[src/rtl/fgs_tx_pkg.sv]
package fgs_tx_pkg;
  typedef enum logic [1:0] {
    LINE_HIZ  = 2'd0,
    LINE_DATA = 2'd1,
    LINE_FLAG = 2'd2
  } line_sel_e;
endpackage

[src/rtl/fgs_tx_ctrl.sv]
module fgs_tx_ctrl
  import fgs_tx_pkg::*;
#(
  parameter int unsigned W = 24
) (
  input  logic      clk_i,
  input  logic      rst_ni,
  input  logic      soft_rst_i,
  input  logic      ctrl_wr_i,
  input  logic      ctrl_en_i,
  input  logic      net_mode_i,
  input  logic      fs_i,
  output logic      en_o,
  output logic      active_o,
  output logic      flag_mode_o,
  output logic      load_o,
  output logic      disc_o,
  output line_sel_e line_o
);
  localparam int unsigned CW = (W > 1) ? $clog2(W) : 1;
  localparam logic [CW-1:0] LAST_BIT = CW'(W - 1);

  logic          en_q, drop_q, active_q, flag_mode_q;
  logic [CW-1:0] cnt_q;
  logic          word_end, cont, load_fs, load_nx, disc;

  assign word_end = active_q && (cnt_q == LAST_BIT);
  // any clear of a set enable, by register write or soft reset
  assign disc     = en_q && (soft_rst_i || (ctrl_wr_i && !ctrl_en_i));
  assign cont     = net_mode_i && en_q && !drop_q && !disc;
  assign load_fs  = fs_i && en_q;
  assign load_nx  = !fs_i && word_end && cont;

  always_ff @(posedge clk_i or negedge rst_ni) begin
    if (!rst_ni) begin
      en_q <= 1'b0;
    end else if (soft_rst_i) begin
      en_q <= 1'b0;
    end else if (ctrl_wr_i) begin
      en_q <= ctrl_en_i;
    end
  end

  // a clear during the frame blocks further words until the next sync
  always_ff @(posedge clk_i or negedge rst_ni) begin
    if (!rst_ni) begin
      drop_q <= 1'b0;
    end else if (fs_i) begin
      drop_q <= 1'b0;
    end else if (disc) begin
      drop_q <= 1'b1;
    end
  end

  always_ff @(posedge clk_i or negedge rst_ni) begin
    if (!rst_ni) begin
      active_q    <= 1'b0;
      cnt_q       <= '0;
      flag_mode_q <= 1'b0;
    end else if (fs_i) begin
      active_q    <= en_q;
      cnt_q       <= '0;
      flag_mode_q <= !en_q;
    end else if (active_q) begin
      if (word_end) begin
        active_q <= cont;
        cnt_q    <= '0;
      end else begin
        cnt_q <= cnt_q + 1'b1;
      end
    end
  end

  always_comb begin
    if (active_q) begin
      line_o = LINE_DATA;
    end else if (flag_mode_q) begin
      line_o = LINE_FLAG;
    end else begin
      line_o = LINE_HIZ;
    end
  end

  assign en_o        = en_q;
  assign active_o    = active_q;
  assign flag_mode_o = flag_mode_q;
  assign load_o      = load_fs || load_nx;
  assign disc_o      = disc;
endmodule

[src/rtl/fgs_tx_hold.sv]
module fgs_tx_hold #(
  parameter int unsigned W = 24
) (
  input  logic         clk_i,
  input  logic         rst_ni,
  input  logic         wr_i,
  input  logic [W-1:0] wr_data_i,
  input  logic         load_i,
  input  logic         disc_i,
  output logic [W-1:0] src_o,
  output logic         empty_o,
  output logic         underrun_o
);
  logic [W-1:0] hold_q, last_q, src;
  logic         empty_q, underrun_q;

  // an empty holder makes the previous word go out again
  assign src = empty_q ? last_q : hold_q;

  always_ff @(posedge clk_i or negedge rst_ni) begin
    if (!rst_ni) begin
      hold_q <= '0;
    end else if (wr_i) begin
      hold_q <= wr_data_i;
    end
  end

  always_ff @(posedge clk_i or negedge rst_ni) begin
    if (!rst_ni) begin
      last_q <= '0;
    end else if (load_i) begin
      last_q <= src;
    end
  end

  always_ff @(posedge clk_i or negedge rst_ni) begin
    if (!rst_ni) begin
      empty_q    <= 1'b1;
      underrun_q <= 1'b0;
    end else if (wr_i) begin
      empty_q    <= 1'b0;
      underrun_q <= 1'b0;
    end else begin
      if (load_i || disc_i) begin
        empty_q <= 1'b1;
      end
      if (load_i && empty_q) begin
        underrun_q <= 1'b1;
      end
    end
  end

  assign src_o      = src;
  assign empty_o    = empty_q;
  assign underrun_o = underrun_q;
endmodule

[src/rtl/fgs_tx_shift.sv]
module fgs_tx_shift
  import fgs_tx_pkg::*;
#(
  parameter int unsigned W = 24
) (
  input  logic         clk_i,
  input  logic         rst_ni,
  input  logic         load_i,
  input  logic         active_i,
  input  logic [W-1:0] src_i,
  input  logic         flag_i,
  input  line_sel_e    line_i,
  output logic         sd_o,
  output logic         sd_oe_o
);
  logic [W-1:0] sh_q;
  logic         flag_q;

  always_ff @(posedge clk_i or negedge rst_ni) begin
    if (!rst_ni) begin
      sh_q <= '0;
    end else if (load_i) begin
      sh_q <= src_i;
    end else if (active_i) begin
      sh_q <= {sh_q[W-2:0], 1'b0};
    end
  end

  always_ff @(posedge clk_i or negedge rst_ni) begin
    if (!rst_ni) begin
      flag_q <= 1'b0;
    end else begin
      flag_q <= flag_i;
    end
  end

  always_comb begin
    unique case (line_i)
      LINE_DATA: begin
        sd_o    = sh_q[W-1];
        sd_oe_o = 1'b1;
      end
      LINE_FLAG: begin
        sd_o    = flag_q;
        sd_oe_o = 1'b1;
      end
      default: begin
        sd_o    = 1'b0;
        sd_oe_o = 1'b0;
      end
    endcase
  end
endmodule

[src/rtl/fgs_tx.sv]
module fgs_tx
  import fgs_tx_pkg::*;
#(
  parameter int unsigned W = 24
) (
  input  logic         clk_i,
  input  logic         rst_ni,
  input  logic         soft_rst_i,
  input  logic         ctrl_wr_i,
  input  logic         ctrl_en_i,
  input  logic         net_mode_i,
  input  logic         fs_i,
  input  logic         wr_i,
  input  logic [W-1:0] wr_data_i,
  input  logic         flag_i,
  output logic         sd_o,
  output logic         sd_oe_o,
  output logic         empty_o,
  output logic         underrun_o
);
  logic         en_w, active_w, flag_mode_w, load_w, disc_w;
  logic [W-1:0] src_w;
  line_sel_e    line_w;

  fgs_tx_ctrl #(.W(W)) ctrl_i (
    .clk_i      (clk_i),
    .rst_ni     (rst_ni),
    .soft_rst_i (soft_rst_i),
    .ctrl_wr_i  (ctrl_wr_i),
    .ctrl_en_i  (ctrl_en_i),
    .net_mode_i (net_mode_i),
    .fs_i       (fs_i),
    .en_o       (en_w),
    .active_o   (active_w),
    .flag_mode_o(flag_mode_w),
    .load_o     (load_w),
    .disc_o     (disc_w),
    .line_o     (line_w)
  );

  fgs_tx_hold #(.W(W)) hold_i (
    .clk_i     (clk_i),
    .rst_ni    (rst_ni),
    .wr_i      (wr_i),
    .wr_data_i (wr_data_i),
    .load_i    (load_w),
    .disc_i    (disc_w),
    .src_o     (src_w),
    .empty_o   (empty_o),
    .underrun_o(underrun_o)
  );

  fgs_tx_shift #(.W(W)) shift_i (
    .clk_i   (clk_i),
    .rst_ni  (rst_ni),
    .load_i  (load_w),
    .active_i(active_w),
    .src_i   (src_w),
    .flag_i  (flag_i),
    .line_i  (line_w),
    .sd_o    (sd_o),
    .sd_oe_o (sd_oe_o)
  );
endmodule

[config.mk]
export PLATFORM = sky130hd
export DESIGN_NAME = fgs_tx
export DESIGN_NICKNAME = d
export VERILOG_FILES = /design/src/rtl/fgs_tx_pkg.sv /design/src/rtl/fgs_tx_ctrl.sv /design/src/rtl/fgs_tx_hold.sv /design/src/rtl/fgs_tx_shift.sv /design/src/rtl/fgs_tx.sv
export SDC_FILE = /design/constraint.sdc
export NUM_CORES = 1
export LEC_CHECK = 0
export BUFFER_PORTS_ARGS = -buffer_cell sky130_fd_sc_hd__buf_2
export CAP_MARGIN = 20
export CORE_MARGIN = 2
export CORE_UTILIZATION = 63
export DETAILED_ROUTE_END_ITERATION = 6
export GPL_TIMING_DRIVEN = 0
export PLACE_DENSITY = 0.92
export RECOVER_POWER = 100
export SKIP_CTS_REPAIR_TIMING = 1
export SYNTH_ARGS = -nofsm -noshare
export SYNTH_HDL_FRONTEND = slang
export SYNTH_SLANG_ARGS = --single-unit
[constraint.sdc]
create_clock -name clk_i -period 6.11 [get_ports clk_i]
set_clock_uncertainty 0.1 [all_clocks]
set_input_delay 1.222 -clock clk_i [delete_from_list [all_inputs] [get_ports clk_i]]
set_output_delay 1.222 -clock clk_i [all_outputs]
set_load 0.02 [all_outputs]
---- Yosys cells after proc, flatten, opt, wreduce, memory -nomap -nowiden ----
Cells that the tools add are included.
operators by class
  $add $sub $neg .......................... 1
  multipliers ............................. 0
  div/mod/pow operators ................... 0
  $lt $le $gt $ge ......................... 0
  eq/ne operators ......................... 3
  shift-type cells ........................ 0
  muxes and demuxes ....................... 21
  bitwise operators ....................... 0
  reduce and logical (&&, ||, !) cells .... 25
operators with widths
  kind                   number
  $mux W24               3
  $mux W5                3
  $mux W1                12
  $reduce_bool A2 Y1     6
  $logic_and A1 B1 Y1    10
  $add A5 B1 Y5 const B  1
  $eq A5 B5 Y1 const B   1
  $logic_not A1 Y1       5
  $mux W2                2
  $logic_or A1 B1 Y1     3
  $eq A2 B1 Y1 const B   1
  $eq A2 B2 Y1 const B   1
  $pmux W1 S2            1
  $reduce_or A2 Y1       1
word-level totals
  register bits ........................... 84
  latch bits .............................. 0
  memory bits (writable) .................. 0
  ROM bits ................................ 0
  input bits .............................. 33
  output and inout bits ................... 4
  word-level logic and storage cells ...... 61
  memories kept ........................... 0

---- Longest topological paths before layout ----
Gate-level depths: netlist of run 1.
  depth after elaboration ................. 11
  depth in mapped cells ................... 7
  gate-level depth less buffers ........... 5

---- Modules after synthesis ----
Synthesis of run 1 repeated with hierarchy kept, for this count alone.
second synthesis, totals
  cells, all modules ...................... 297
  area, all modules ....................... 3937.5 sq um
by module, submodules not included
  module        times used  cells each  area each (sq um)  sequential area each (sq um)
  fgs_tx_hold   1           136         2257.2             1252.5
  fgs_tx_shift  1           112         1199.9             625.6
  fgs_tx_ctrl   1           49          480.5              225.2

---- Worst setup path before layout of run 1 ----
No wires, ideal clock.
  path kind ............................... input to register
  start point ............................. input ctrl_wr_i
  end point ............................... register hold_i.last_q[10]
  setup time .............................. 0.125 ns
  data arrival time ....................... 2.719 ns
  required time ........................... 5.885 ns
  path slack .............................. 3.167 ns
  cell stages on the path ................. 5
  path buffers ............................ 1
  cells stage by stage .................... nor2b_1 > or4_4 > o31ai_4 > buf_6 > mux2_2
between the ends
  word-level cells in the longest chain between the ends .. 7
RTL lines
  element               line               source
  start, declared       fgs_tx.sv:9        input logic ctrl_wr_i,
  $logic_and A1 B1 Y1   fgs_tx_ctrl.sv:29  assign disc = en_q && (soft_rst_i || (ctrl_wr_i && !ctrl_en_i));
  $logic_or A1 B1 Y1    fgs_tx_ctrl.sv:29
  $logic_and A1 B1 Y1   fgs_tx_ctrl.sv:29
  $logic_not A1 Y1      fgs_tx_ctrl.sv:30  assign cont = net_mode_i && en_q && !drop_q && !disc;
  $logic_and A1 B1 Y1   fgs_tx_ctrl.sv:30
  $logic_and A1 B1 Y1   fgs_tx_ctrl.sv:32  assign load_nx = !fs_i && word_end && cont;
  $logic_or A1 B1 Y1    fgs_tx_ctrl.sv:87  assign load_o = load_fs || load_nx;
  end signal, assigned  fgs_tx_hold.sv:32  last_q <= src;
  end, declared         fgs_tx_hold.sv:14  logic [W-1:0] hold_q, last_q, src;
No other way between the ends.
A chain may end at the register's enable or synchronous reset.

---- Final worst setup path of run 1 ----
  start point ............................. input ctrl_wr_i
  end point ............................... register hold_i.last_q[14]
Same word-level chain as after synthesis.

==> flow_metrics.tcl, run 1 <==
set metrics [dict create \
    outcome "complete, but fails checks" \
    violations "max-capacitance violations, max-slew violations" \
    antenna_cells 0 \
    met2_usage 0.360 \
    routabilityCongestion 0.801 \
    cp-start-kind "primary input" \
    syn_inst 265 \
    drcViolationCount 0 \
    cap_viol_max_count 1 \
    ant_nets 0 \
    fin_setup_tns_ns 0 \
    ios 37 \
    hold_start "hold_i.last_q[16]" \
    grt_overflow 0 \
    synth.largest_area_cell "dfrtp_1" \
    clock_tree.root_cell "clkbuf_8" \
    cp_cell_sequence "clkbuf_1, nor2b_1, or4_1, o31ai_1, clkbuf_1, mux2_2" \
    critical_path_class "primary input to register" \
    grt_first_pass_wirelength_um 10700 \
    grt_util_met1 0.281 \
    crit_fanout 10 \
    fin_util 0.717 \
    cts_tree "yes" \
    cp.arrival_ns 3.79 \
    tightest_slew_ns 2.02 \
    cts_buffers 9 \
    io_buffers 35 \
    grt_setup_unrepaired "no" \
    dr.first_iter.drc_count 97 \
    seq_area_frac_synth 0.563 \
    period_share 0.601 \
    netlist_top_cells_area "dfrtp_1, mux2i_1, mux2_2" \
    ir_drop_mv 0.168 \
    power.density_nw_per_um2 341 \
    async_reset_ff_frac 1.00 \
    antenna_found_initial 0 \
    fin_crit_ns 3.67 \
    yosys_register_bits 84 \
    yosys.area.top_type_share 0.556 \
    ys.flop_type "dfrtp_1" \
    timing.rr.start "ctrl_i.cnt_q[0]" \
    slew_headroom -0.345 \
    hold_path.class "register to register" \
    num_rows 28 \
    grt_max_degree 51 \
    critical_path_buf_inv_count 2 \
    vias 2229 \
    layout-drive-gt1-share 0.290 \
    cts.sinks 84 \
    syn_to_final_growth_pct 11.5 \
    whs_ns 0.395 \
    worstSetupStartpoint "ctrl_wr_i" \
    met3_usage 0.0322 \
    hpwl_um 4360 \
    nets 346 \
    p_leak_uw 0.00174 \
    finalPower_uw 1420 \
    busiest_layer "met2" \
    cp_slowest_cell "o31ai_1" \
    h-tree-depth 3 \
    setup_violations 0 \
    drv_slew 35 \
    viasPerCell 5.69 \
    syn-num-nets 299 \
    initial_core_util 0.643 \
    path_delay_family "compound AO/OA/AOI/OAI gates" \
    track_usage 0.217 \
    clk_transition_reported_paths_ns 0.07 \
    hold_violations 0 \
    endpoint_kind "register" \
    crit_top_cell "clkbuf_1" \
    avgSynthCellArea_um2 14.1 \
    worst_path_largest_cell_delay_ns 0.83 \
    clk_path_buf_depth 2 \
    die-area_um2 6570 \
    wl_per_cell_um 16.4 \
    core_area_um2 5820 \
    ys_warn_count 0 \
    wl_um 6440 \
    netlist_area_um2 3740 \
    die_w_um 81.0 \
    synth_cell_type_count 34 \
    clock.fmax_ghz 0.273 \
    grt_pass1_vias 2269 \
    synth_edf_count 0 \
    worstPathRequired_ns 6.23 \
    first_pass_iters 4 \
    die_y_um 81.0 \
    worstSkewPairLatency_ns 0.34 \
]
through the flow:
stage          cell area, µm²  setup WS (ns)  cells
5_1_grt                  4170           2.34    392
2_1_floorplan            3740           3.17    265
6_report                 4170           2.44    392
3_3_place_gp             4010           2.90    375
3_5_place_dp             4040           2.87    376
4_1_cts                  4230           3.12    392
final timing paths:
kind	slack [ns]	cells after the start	to
setup / recovery	2.44	6	hold_i.last_q[14]
hold / removal	0.39	1	hold_i.last_q[16]
setup reg to reg	2.84	7	hold_i.last_q[14]
hold reg to reg	0.39	1	hold_i.last_q[16]
max in group asynchronous	3.41	1	hold_i.last_q[21]
min in group asynchronous	1.34	1	hold_i.last_q[5]
flip-flops by register name, summed over array words and instances, names as in the netlist:
signal,flops
hold_i.empty_o,1
hold_i.hold_q,24
ctrl_i.active_o,1
ctrl_i.flag_mode_o,1
hold_i.underrun_o,1
ctrl_i.en_o,1
ctrl_i.drop_q,1
ctrl_i.cnt_q,5
hold_i.last_q,24
shift_i.flag_q,1
shift_i.sh_q,24
cell type report:
class	instances	area [µm²]
sequential	84	2100
fill	412	1650
multi-input combinational	162	1510
timing repair buffer	36	194
clock buffer	13	169
tap	75	93.8
buffer	16	65.1
clock inverter	3	20.0
inverter	3	11.3
cell usage after synthesis (2+ instances only):
| cell | instances |
|---|---|
| dfrtp_1 | 83 |
| mux2i_1 | 73 |
| mux2_2 | 45 |
| clkbuf_1 | 7 |
| nand2_1 | 6 |
| a21oi_1 | 5 |
| nand2b_1 | 4 |
| buf_4 | 3 |
| inv_1 | 3 |
| mux2_1 | 3 |
| nor2_1 | 3 |
| o21ai_0 | 3 |
| buf_1 | 2 |
| buf_2 | 2 |
| buf_6 | 2 |
| nand3_1 | 2 |
| nor3b_1 | 2 |
power by group:
| part | internal [µW] | switching, µW | leakage, µW |
|---|---|---|---|
| clock network | 181 | 186 | 0.0000917 |
| registers | 705 | 83.1 | 0.00100 |
| logic | 145 | 121 | 0.000647 |
layer usage:
| metal | part of all wire | routed length, µm |
|---|---|---|
| met1 | 0.44 | 2820 |
| met2 | 0.51 | 3310 |
| met3 | 0.027 | 172 |
| met4 | 0.021 | 136 |
| met5 | 0 | 0 |
cell families (layout without fill, tap and decap cells):
| family | count (synthesis) | in the layout | share of synthesized area |
|---|---|---|---|
| xor+xnor | 1 | 1 | 0.00234 |
| simple gates | 25 | 25 | 0.0392 |
| buf+inv | 19 | 71 | 0.0268 |
| compound gates | 14 | 14 | 0.0258 |
| mux | 121 | 121 | 0.340 |
| flops | 84 | 84 | 0.563 |
| fa+ha+maj | 1 | 1 | 0.00335 |
cells in the final DEF (no fill, tap or decap):
master and instances:
a21oi_1 5, a22o_1 1, a31oi_1 1, buf_1 1, buf_16 1, buf_2 29
buf_4 1, clkbuf_1 21, clkbuf_8 12, clkinv_2 1, clkinvlp_4 2, dfrtp_1 83
dfstp_2 1, ha_1 1, inv_1 3, mux2_1 4, mux2_2 44, mux2i_1 73
nand2_1 6, nand2b_1 4, nand3_1 3, nand3b_1 1, nand4_1 1, nor2_1 3
nor2b_1 1, nor3b_1 2, o21a_1 1, o21ai_0 4, o31ai_1 2, or2_2 1
or3_1 1, or3b_1 1, or4_1 1, xor2_1 1
(Power assumes the default switching activity.)
==> run 2: changes to the inputs <==
- ABC_AREA: not set -> 1
- CORE_UTILIZATION: 63 -> 53
- PLACE_DENSITY: 0.92 -> 0.83
- clock period: 6.11 -> 3.2 ns (I/O delays scaled with it)
==> run 2 against run 1 <==
  * The run now ends clean
  * Routed wire length is 36% higher
  * Hold slack worse by 0.16 ns
  * Global-route usage is 0.91 points higher
  * First-iteration DRC count is 110% higher
  * Clock power is 140% higher
  * Non-clock buffer count is 11 higher
  * Worst setup slack worse by 1.9 ns
  * Flip-flop and latch count stayed put
==> flow_metrics.tcl, run 2 <==
set metrics [dict create \
    final_cell_mix "nand2_1, dfrtp_1, nand3_1" \
    ir_drop_mv 0.282 \
    syn-num-nets 489 \
    final_common_cell "nand2_1" \
    slew_headroom 0.482 \
    fin_util 0.602 \
    synth_edf_count 0 \
    dr.first_iter.drc_count 208 \
    p_leak_uw 0.00215 \
    grt_overflow 0 \
    syn_to_final_growth_pct 9.68 \
    ios 37 \
    ys.flop_type "dfrtp_1" \
    io_buffers 34 \
    cap_viol_max_count 0 \
    track_usage 0.226 \
    ant_nets 0 \
    dpl.cell_count 589 \
    ff2ff_path_depth 8 \
    clock_tree.root_cell "clkbuf_8" \
    top_regs "hold_i.hold_q (24), hold_i.last_q (24), shift_i.sh_q (24)" \
    path_delay_family "buffers and inverters" \
    async_reset_ff_frac 1.00 \
    clk_transition_reported_paths_ns 0.08 \
    die-area_um2 8220 \
    antenna_found_initial 0 \
    grt_pass1_vias 3198 \
    critical_path_class "register to primary output" \
    die_y_um 90.7 \
    cp-start-kind "register" \
    setup_violations 0 \
    synth_common_cells "nand2_1, dfrtp_1, nand3_1" \
    die_w_um 90.7 \
    grt_max_degree 75 \
    grt_first_pass_wirelength_um 14900 \
    yosys.area.top_type_share 0.522 \
    antenna_cells 0 \
    seq_area_frac_synth 0.528 \
    cp_cell_sequence "clkbuf_1, inv_1, clkbuf_1, nand3_1, nand2_1, clkbuf_1" \
    synth_cell_type_count 29 \
    hpwl_um 5970 \
    cp_slowest_cell "clkbuf_1" \
    crit_cells 6 \
    hold_path.class "primary input to asynchronous set/reset pin" \
    netlist_area_um2 3980 \
    drcViolationCount 0 \
    avgSynthCellArea_um2 8.75 \
    vias 3243 \
    wl_per_cell_um 14.4 \
    first_pass_iters 6 \
    routabilityCongestion 0.828 \
    r2r_slack_ns 0.73 \
    crit_fanout 10 \
    ys_warn_count 0 \
    worst_path_largest_cell_delay_ns 0.37 \
    period_share 0.831 \
    core_area_um2 7250 \
    critical_path_buf_inv_count 4 \
    yosys_register_bits 84 \
    worstSkewPairLatency_ns 0.35 \
    placed_cell_area_um2 4300 \
    cts_buffers 9 \
    tightest_slew_ns 0.776 \
    cp.arrival_ns 1.92 \
    crit_top_cell "clkbuf_1" \
    cts_tree "yes" \
    clock.fmax_ghz 0.376 \
    grt_setup_unrepaired "no" \
    final_cell_area_um2 4370 \
    fin_setup_tns_ns 0 \
    layout-drive-gt1-share 0.182 \
    wl_um 8730 \
    clk_path_buf_depth 2 \
    num_rows 31 \
    endpoint_kind "primary output" \
    drv_slew 0 \
    fin_crit_ns 2.66 \
    syn_inst 455 \
    h-tree-depth 3 \
    synth.largest_area_cell "dfrtp_1" \
    initial_core_util 0.549 \
    netlist_top_cells_area "dfrtp_1, nand2_1, nand3_1" \
    power.density_nw_per_um2 612 \
    nets 535 \
    outcome "complete, no violations" \
    viasPerCell 5.36 \
    synth_most_common_cell "nand2_1" \
    finalNonFillerCells 605 \
    worstPathRequired_ns 2.46 \
    hold_violations 0 \
    cts.sinks 84 \
]
-- run 2: kinds of logic (layout without fill, tap and decap cells) --
| group | after synthesis | after routing | share of synthesized area |
|---|---|---|---|
| and+or+nand+nor | 223 | 223 | 0.267 |
| DFF | 84 | 84 | 0.528 |
| buffers and inverters | 65 | 116 | 0.0792 |
| AOI/OAI and AO/OA | 81 | 81 | 0.120 |
| adders and majority gates | 1 | 1 | 0.00314 |
| xor gates and xnor gates | 1 | 1 | 0.00220 |
-- run 2: per-stage QoR --
stage | worst slack, ns | total power, µW | hold slack [ns]
after global routing | 0.397 | 2810 | 0.257
after detailed placement | 1.08 | 1830 | 0.393
final | 0.540 | 2670 | 0.234
after global placement | 0.750 | 1790 | 0.388
after floorplan | 1.40 | 1680 | 0.244
after CTS | 0.688 | 2720 | 0.0118
-- run 2: routing by layer --
metal | GRT usage | routed length [µm] | vias up
met3 | 0.0209 | 226 | 15
li1 | - | - | 1554
met1 | 0.291 | 3830 | 1607
met5 | 0 | 0 | -
met4 | 0.105 | 186 | 0
met2 | 0.388 | 4480 | 67
-- run 2: worst paths after layout --
kind | start | endpoint
max in group asynchronous | rst_ni | shift_i.sh_q[12]
worst min register to register | shift_i.sh_q[16] | shift_i.sh_q[16]
worst max-delay path | ctrl_i.active_o | sd_o
min in group clk_i | flag_i | shift_i.flag_q
worst max register to register | ctrl_i.active_o | shift_i.sh_q[12]
worst min-delay path | rst_ni | hold_i.hold_q[22]
-- run 2: power by group --
group          total [µW]  switching, µW  internal (µW)  leakage (µW)
clock network         886            366            520      0.000111
logic                 441            263            178       0.00101
registers            1350           94.7           1250       0.00103
total                2670            724           1950       0.00215
-- run 2: final cells by class --
class                   instances  area, µm²
fillers                       638       2890
multi-input cells             306       1460
clock inverters                 4       97.6
inverters                      37        139
clock buffers                  12        135
repair buffers                 35        191
plain buffers                  28        113
flip-flops and latches         84       2100
well taps                      99        124
